File: config.mk
export PLATFORM = sky130hd
export DESIGN_NAME = uart_irq_ident
export DESIGN_NICKNAME = d
export VERILOG_FILES = /design/src/rtl/uart_irq_pkg.sv /design/src/rtl/uart_irq_enable.sv /design/src/rtl/uart_irq_latch.sv /design/src/rtl/uart_irq_prio.sv /design/src/rtl/uart_irq_ident.sv
export SDC_FILE = /design/constraint.sdc
export NUM_CORES = 1
export LEC_CHECK = 0
export ABC_CLOCK_PERIOD_IN_PS = 1750
export BUFFER_PORTS_ARGS = -buffer_cell sky130_fd_sc_hd__clkbuf_2
export CAP_MARGIN = 20
export CORE_MARGIN = 2
export CORE_UTILIZATION = 35
export CTS_CLUSTER_SIZE = 30
export DETAILED_ROUTE_END_ITERATION = 6
export PLACE_DENSITY_LB_ADDON = 0.3
export SLEW_MARGIN = 15
export SYNTH_ARGS = -nofsm -noshare
export SYNTH_HDL_FRONTEND = slang
export SYNTH_SLANG_ARGS = --single-unit
File: constraint.sdc
create_clock -name clk -period 1.75 [get_ports clk]
set_input_delay 0.0875 -clock clk [delete_from_list [all_inputs] [get_ports clk]]
set_output_delay 0.0875 -clock clk [all_outputs]
set_load 0.05 [all_outputs]
File: src/rtl/uart_irq_pkg.sv
package uart_irq_pkg;
  localparam int IER_W     = 8;
  localparam int IER_RXD   = 0;
  localparam int IER_THRE  = 1;
  localparam int IER_LINE  = 2;
  localparam int IER_MODEM = 3;
  localparam int IER_TMO   = 4;
  localparam int IER_UNIT  = 6;

  typedef enum logic [3:0] {
    CODE_MODEM = 4'h0,
    CODE_THRE  = 4'h2,
    CODE_RXD   = 4'h4,
    CODE_LINE  = 4'h6,
    CODE_TMO   = 4'hC
  } irq_code_e;

  typedef struct packed {
    logic line;
    logic tmo;
    logic rxd;
    logic thre;
    logic modem;
  } irq_src_t;
endpackage

File: src/rtl/uart_irq_enable.sv
module uart_irq_enable #(
  parameter int W = 8
) (
  input  logic         clk,
  input  logic         rst_n,
  input  logic         wr_en,
  input  logic [W-1:0] wr_data,
  output logic [W-1:0] ier_q
);
  logic [W-1:0] ier_d;

  always_comb begin
    ier_d = ier_q;
    if (wr_en) ier_d = wr_data;
  end

  always_ff @(posedge clk or negedge rst_n) begin
    if (!rst_n) ier_q <= '0;
    else        ier_q <= ier_d;
  end

  assert_ier_load_R2: assert property (@(posedge clk) disable iff (!rst_n)
    wr_en |=> ier_q == $past(wr_data));
  assert_ier_hold_R2: assert property (@(posedge clk) disable iff (!rst_n)
    !wr_en |=> $stable(ier_q));
endmodule

File: src/rtl/uart_irq_latch.sv
module uart_irq_latch (
  input  logic clk,
  input  logic rst_n,
  input  logic set_i,
  input  logic clr_i,
  input  logic ack_req_i,
  output logic pend_o,
  output logic ack_o
);
  logic pend_d, ack_d;

  always_comb begin
    pend_d = set_i | (pend_o & ~clr_i);
    ack_d  = ack_req_i & pend_o & ~set_i;
  end

  always_ff @(posedge clk or negedge rst_n) begin
    if (!rst_n) begin
      pend_o <= 1'b0;
      ack_o  <= 1'b0;
    end else begin
      pend_o <= pend_d;
      ack_o  <= ack_d;
    end
  end

  assert_set_wins_R8: assert property (@(posedge clk) disable iff (!rst_n)
    set_i |=> pend_o);
  assert_clear_R8: assert property (@(posedge clk) disable iff (!rst_n)
    (clr_i && !set_i) |=> !pend_o);
  assert_ack_needs_pend_R8: assert property (@(posedge clk) disable iff (!rst_n)
    ack_o |-> $past(pend_o) && !pend_o);
endmodule

File: src/rtl/uart_irq_prio.sv
module uart_irq_prio
  import uart_irq_pkg::*;
(
  input  irq_src_t    req,
  input  logic        fifo_en,
  output logic        pend_o,
  output logic [3:0]  code_o,
  output logic [7:0]  iir_o
);
  irq_code_e code;

  always_comb begin
    pend_o = 1'b1;
    code   = CODE_MODEM;
    if      (req.line)  code = CODE_LINE;
    else if (req.tmo)   code = CODE_TMO;
    else if (req.rxd)   code = CODE_RXD;
    else if (req.thre)  code = CODE_THRE;
    else if (req.modem) code = CODE_MODEM;
    else                pend_o = 1'b0;
    code_o = code;
    iir_o  = {{2{fifo_en}}, 2'b00, code_o[3:1], ~pend_o};
  end
endmodule

File: src/rtl/uart_irq_ident.sv
module uart_irq_ident
  import uart_irq_pkg::*;
(
  input  logic             clk,
  input  logic             rst_n,
  input  logic             ier_wr,
  input  logic [IER_W-1:0] ier_wdata,
  input  logic             rx_data_avail,
  input  logic             rx_timeout,
  input  logic             line_evt,
  input  logic             modem_evt,
  input  logic             thr_empty,
  input  logic             fifo_en,
  input  logic             int_gate,
  input  logic             iir_rd,
  input  logic             lsr_rd,
  input  logic             msr_rd,
  output logic [IER_W-1:0] ier_q,
  output logic [7:0]       iir,
  output logic             irq,
  output logic             clr_line,
  output logic             clr_modem,
  output logic             clr_thre
);
  logic [1:0] rst_sync;
  logic       rst_int_n;
  logic       thr_q;
  logic       line_pend, modem_pend, thre_pend;
  logic       thre_set, thre_clr, thre_ack_req;
  logic       any_pend, unit_on;
  logic [3:0] code;
  irq_src_t   req;

  always_ff @(posedge clk or negedge rst_n) begin
    if (!rst_n) rst_sync <= 2'b00;
    else        rst_sync <= {rst_sync[0], 1'b1};
  end
  assign rst_int_n = rst_sync[1];

  always_ff @(posedge clk or negedge rst_int_n) begin
    if (!rst_int_n) thr_q <= 1'b0;
    else            thr_q <= thr_empty;
  end

  uart_irq_enable #(.W(IER_W)) u_ier (
    .clk(clk), .rst_n(rst_int_n), .wr_en(ier_wr), .wr_data(ier_wdata), .ier_q(ier_q)
  );

  uart_irq_latch u_line (
    .clk(clk), .rst_n(rst_int_n), .set_i(line_evt), .clr_i(lsr_rd),
    .ack_req_i(lsr_rd), .pend_o(line_pend), .ack_o(clr_line)
  );

  uart_irq_latch u_modem (
    .clk(clk), .rst_n(rst_int_n), .set_i(modem_evt), .clr_i(msr_rd),
    .ack_req_i(msr_rd), .pend_o(modem_pend), .ack_o(clr_modem)
  );

  always_comb begin
    thre_set     = thr_empty & ~thr_q;
    thre_ack_req = iir_rd & any_pend & (code == CODE_THRE);
    thre_clr     = thre_ack_req | ~thr_empty;
  end

  uart_irq_latch u_thre (
    .clk(clk), .rst_n(rst_int_n), .set_i(thre_set), .clr_i(thre_clr),
    .ack_req_i(thre_ack_req), .pend_o(thre_pend), .ack_o(clr_thre)
  );

  always_comb begin
    unit_on   = ier_q[IER_UNIT];
    req.line  = line_pend     & ier_q[IER_LINE]  & unit_on;
    req.tmo   = rx_timeout    & ier_q[IER_TMO]   & unit_on;
    req.rxd   = rx_data_avail & ier_q[IER_RXD]   & unit_on;
    req.thre  = thre_pend     & ier_q[IER_THRE]  & unit_on;
    req.modem = modem_pend    & ier_q[IER_MODEM] & unit_on;
  end

  uart_irq_prio u_prio (
    .req(req), .fifo_en(fifo_en), .pend_o(any_pend), .code_o(code), .iir_o(iir)
  );

  assign irq = any_pend & int_gate;

  assert_line_first_R4: assert property (@(posedge clk) disable iff (!rst_int_n)
    (line_pend && ier_q[IER_LINE] && ier_q[IER_UNIT]) |-> iir[3:0] == 4'h6);
  assert_modem_masked_R6: assert property (@(posedge clk) disable iff (!rst_int_n)
    !ier_q[IER_MODEM] |-> iir[3:0] != 4'h0);
  assert_unit_off_R6: assert property (@(posedge clk) disable iff (!rst_int_n)
    !ier_q[IER_UNIT] |-> iir[0]);
  assert_irq_gate_R7: assert property (@(posedge clk) disable iff (!rst_int_n)
    irq == (!iir[0] && int_gate));
  assert_fifo_bits_R5: assert property (@(posedge clk) disable iff (!rst_int_n)
    iir[7:6] == {2{fifo_en}} && iir[5:4] == 2'b00);
  assert_thre_read_R9: assert property (@(posedge clk) disable iff (!rst_int_n)
    (iir_rd && iir[3:0] == 4'h2) |=> !thre_pend && clr_thre);
endmodule

==> flow_summary.json <==
{
  "grt_overflow": 0,
  "pwr-share-comb_pct": 29.0,
  "rows": 16,
  "max_freq_ghz": 0.593,
  "ys_top_cells_by_area": "dfrtp_1 (60%), mux2_2 (13%), buf_4 (4.2%)",
  "p_clk_share_pct": 21.5,
  "cpLargestDelayFamily": "compound AO/OA/AOI/OAI gates",
  "clk_latency_ns": 0.28,
  "power.density_mw_per_mm2": 934,
  "grt_max_degree": 16,
  "path_class": "reg2out",
  "setup_viol": 0,
  "min_period_ns": 1.69,
  "port_buffers": 35,
  "ant_nets": 0,
  "max_cap_viol_count": 0,
  "synthCells": 58,
  "fin_skew_ns": 0.00474,
  "cts_htree_levels": 1,
  "ys.flop_type": "dfrtp_1",
  "ys_seq_area_share_pct": 59.9,
  "synth.yosys.warnings": 0,
  "io_pins": 41,
  "via_per_inst": 4.40,
  "cts_made_buffers": 3,
  "syn_area_um2": 711,
  "dr.pass1.iters": 3,
  "cts_tree": "done",
  "finalWorstSetupSlack_ns": 0.0632,
  "layout.cells.non_filler": 125,
  "ir_drop_mv": 0.796,
  "dr_total_vias": 550,
  "antenna_found_initial": 0,
  "worstPathArrival_ns": 1.60,
  "critPathMaxFanout": 5,
  "dpl.hpwl_um": 1120,
  "p_sw_share_pct": 35.4,
  "ys_ff_latch": 17,
  "grt_pass1_vias": 560,
  "synth_top_cell_by_area": "dfrtp_1",
  "net-switching-power_uw": 324,
  "dpl.cell_count": 116,
  "clkTransAtPathRegs_ns": 0.09,
  "worst_slew_pin_slew_ns": 0.586,
  "rsz0062_at_grt": "yes",
  "end_kind": "output pin",
  "layout.nets": 120,
  "die_w_um": 49.1,
  "seqPwrFrac_pct": 49.6,
  "slowest_delay_ns": 0.42,
  "p_int_uw": 591,
  "slowest_stage": "dfrtp_1",
  "grt_pass1_wl_um": 2350,
  "dpl_worst_slack_ns": 0.301,
  "place_congestion": 0.755,
  "finalHoldViolCount": 0,
  "root_buffer": "clkbuf_4",
  "avgSynthCellArea_um2": 12.3,
  "core-area_mm2": 0.00194,
  "die-area_mm2": 0.00241,
  "crit_buf_inv": 1,
  "synth_top_area_share_pct": 59.9,
  "slew_violations": 0,
  "synth_most_common_cell": "dfrtp_1",
  "cts_sinks": 17,
  "leakagePower_nw": 0.525,
  "slew_headroom_pct": 60.9,
  "synth_edf_count": 0,
  "cts_buffer_depth": 2,
  "start_util_pct": 36.6,
  "start_kind": "flop",
  "outcome": "completed",
  "chipHeight_um": 49.1,
  "synth_common_cells": "dfrtp_1 (17), mux2_2 (8), nand2_1 (6)",
  "hold_path.class": "in2reg",
  "drive_gt1_share_pct": 51.0,
  "drtIter0Drc": 3,
  "grt_usage_pct": 12.3,
  "area_delta_synth_final_pct": 37.9,
  "diodes": 0,
  "path_cells": "a22o_1 -> a221o_1 -> o211a_1 -> buf_6",
  "synthArstFlopShare_pct": 100,
  "drc": 0,
  "finalCritPeriodShare_pct": 96.4,
  "wire_per_inst_um": 10.8,
  "cp_data_required_time_ns": 1.66,
  "fin_util_pct": 50.5,
  "synth_cell_types": 21,
  "drt-total-wl_um": 1340
}
[power by group through the flow]
stage | registers, mW | clock network, mW | logic (mW)
floorplan | 0.531 | 0 | 0.129
global placement | 0.461 | 0 | 0.252
detailed placement | 0.463 | 0 | 0.255
CTS | 0.455 | 0.213 | 0.264
global route | 0.463 | 0.226 | 0.281
finish | 0.454 | 0.197 | 0.265
[what timing repair did]
item | in CTS | in global routing
pin swaps | 0 | 0
endpoints found under the setup margin | 1 | 3
buffers inserted | 0 | 0
hold buffers | 5 | 0
resized for setup | 1 | 5
hold endpoints to repair | 8 | 0
[state kept, by name, summed over array words and instances, names as in the netlist]
register and cells:
u_ier.ier_q 8, rst_sync 2, thr_q 1, u_line.ack_o 1, u_line.pend_o 1, u_modem.ack_o 1
u_modem.pend_o 1, u_thre.ack_o 1, u_thre.pend_o 1
[path summary, 6_finish.rpt]
path	startpoint	end	slack, ns	cells after the start
min in group asynchronous	rst_n	rst_sync[1]$_DFF_PN0_	0.11	2
max in group asynchronous	rst_sync[1]$_DFF_PN0_	u_ier.ier_q[6]$_DFFE_PN0P_	1.08	0
min	msr_rd	u_modem.ack_o$_DFF_PN0_	0.01	3
max	u_ier.ier_q[4]$_DFFE_PN0P_	irq	0.06	4
min reg2reg	rst_sync[1]$_DFF_PN0_	u_ier.ier_q[3]$_DFFE_PN0P_	0.25	0
max reg2reg	u_line.pend_o$_DFF_PN0_	u_line.ack_o$_DFF_PN0_	0.59	3
[cell type report]
type / instances / area, um^2
fill: 205 / 962
sequential: 17 / 427
multi-input combinational: 34 / 246
timing repair buffer: 40 / 234
tap: 27 / 33.8
clock buffer: 3 / 22.5
inverter: 3 / 11.3
clock inverter: 1 / 5.00
[layer usage]
layer | GRT usage [%] | part of all wire (%)
met1 | 14.6 | 41
met2 | 21.8 | 50
met3 | 5.21 | 9.4
met4 | 0 | 0
met5 | 0 | 0
[logic make-up (layout without fill, tap and decap cells)]
logic type	after synthesis	count (layout)	synth area share, %
other	2	3	1.06
AO/OA/AOI/OAI	10	10	10.9
buffers and inverters	8	47	6.51
AND/OR/NAND/NOR	13	13	8.98
multiplexers	8	8	12.7
flip-flops	17	17	59.9
[worst reg2reg max path: stages, from the launching register on]
cell and delay [ns]:
dfrtp_1 0.42, nand2_1 0.07, nor2_1 0.03, dlygate4sd3_1 0.54
[stage by stage]
step,total power [mW],setup TNS [ns],hold WS (ns),area [um^2]
floorplan,0.660,0,-0.208,718
global placement,0.713,0,-0.125,892
detailed placement,0.718,0,-0.123,892
CTS,0.932,0,0.00178,972
global route,0.970,-0.0140,0.00322,980
finish,0.915,0,0.0145,980
[layout by cell type (no fill, tap or decap)]
cell / synthesis / final
buf_6: 0 / 1
mux2_2: 8 / 8
dfrtp_2: 0 / 1
inv_1: 3 / 3
nand4_1: 1 / 1
dfrtp_1: 17 / 16
o21ai_0: 2 / 1
dlygate4sd3_1: 0 / 5
clkbuf_4: 0 / 4
a211oi_1: 1 / 1
o21ai_2: 0 / 1
and4_2: 1 / 1
and3_1: 1 / 1
nor2_1: 2 / 2
a41oi_1: 1 / 1
clkinv_2: 0 / 1
clkbuf_2: 0 / 33
o211a_1: 1 / 1
a22o_1: 1 / 1
conb_1: 2 / 3
a22oi_1: 1 / 1
a221o_1: 1 / 1
and2_1: 1 / 1
a21o_1: 2 / 2
nand3_1: 1 / 1
nand2_1: 6 / 6
No activity file was read; power rests on OpenSTA's default activity.
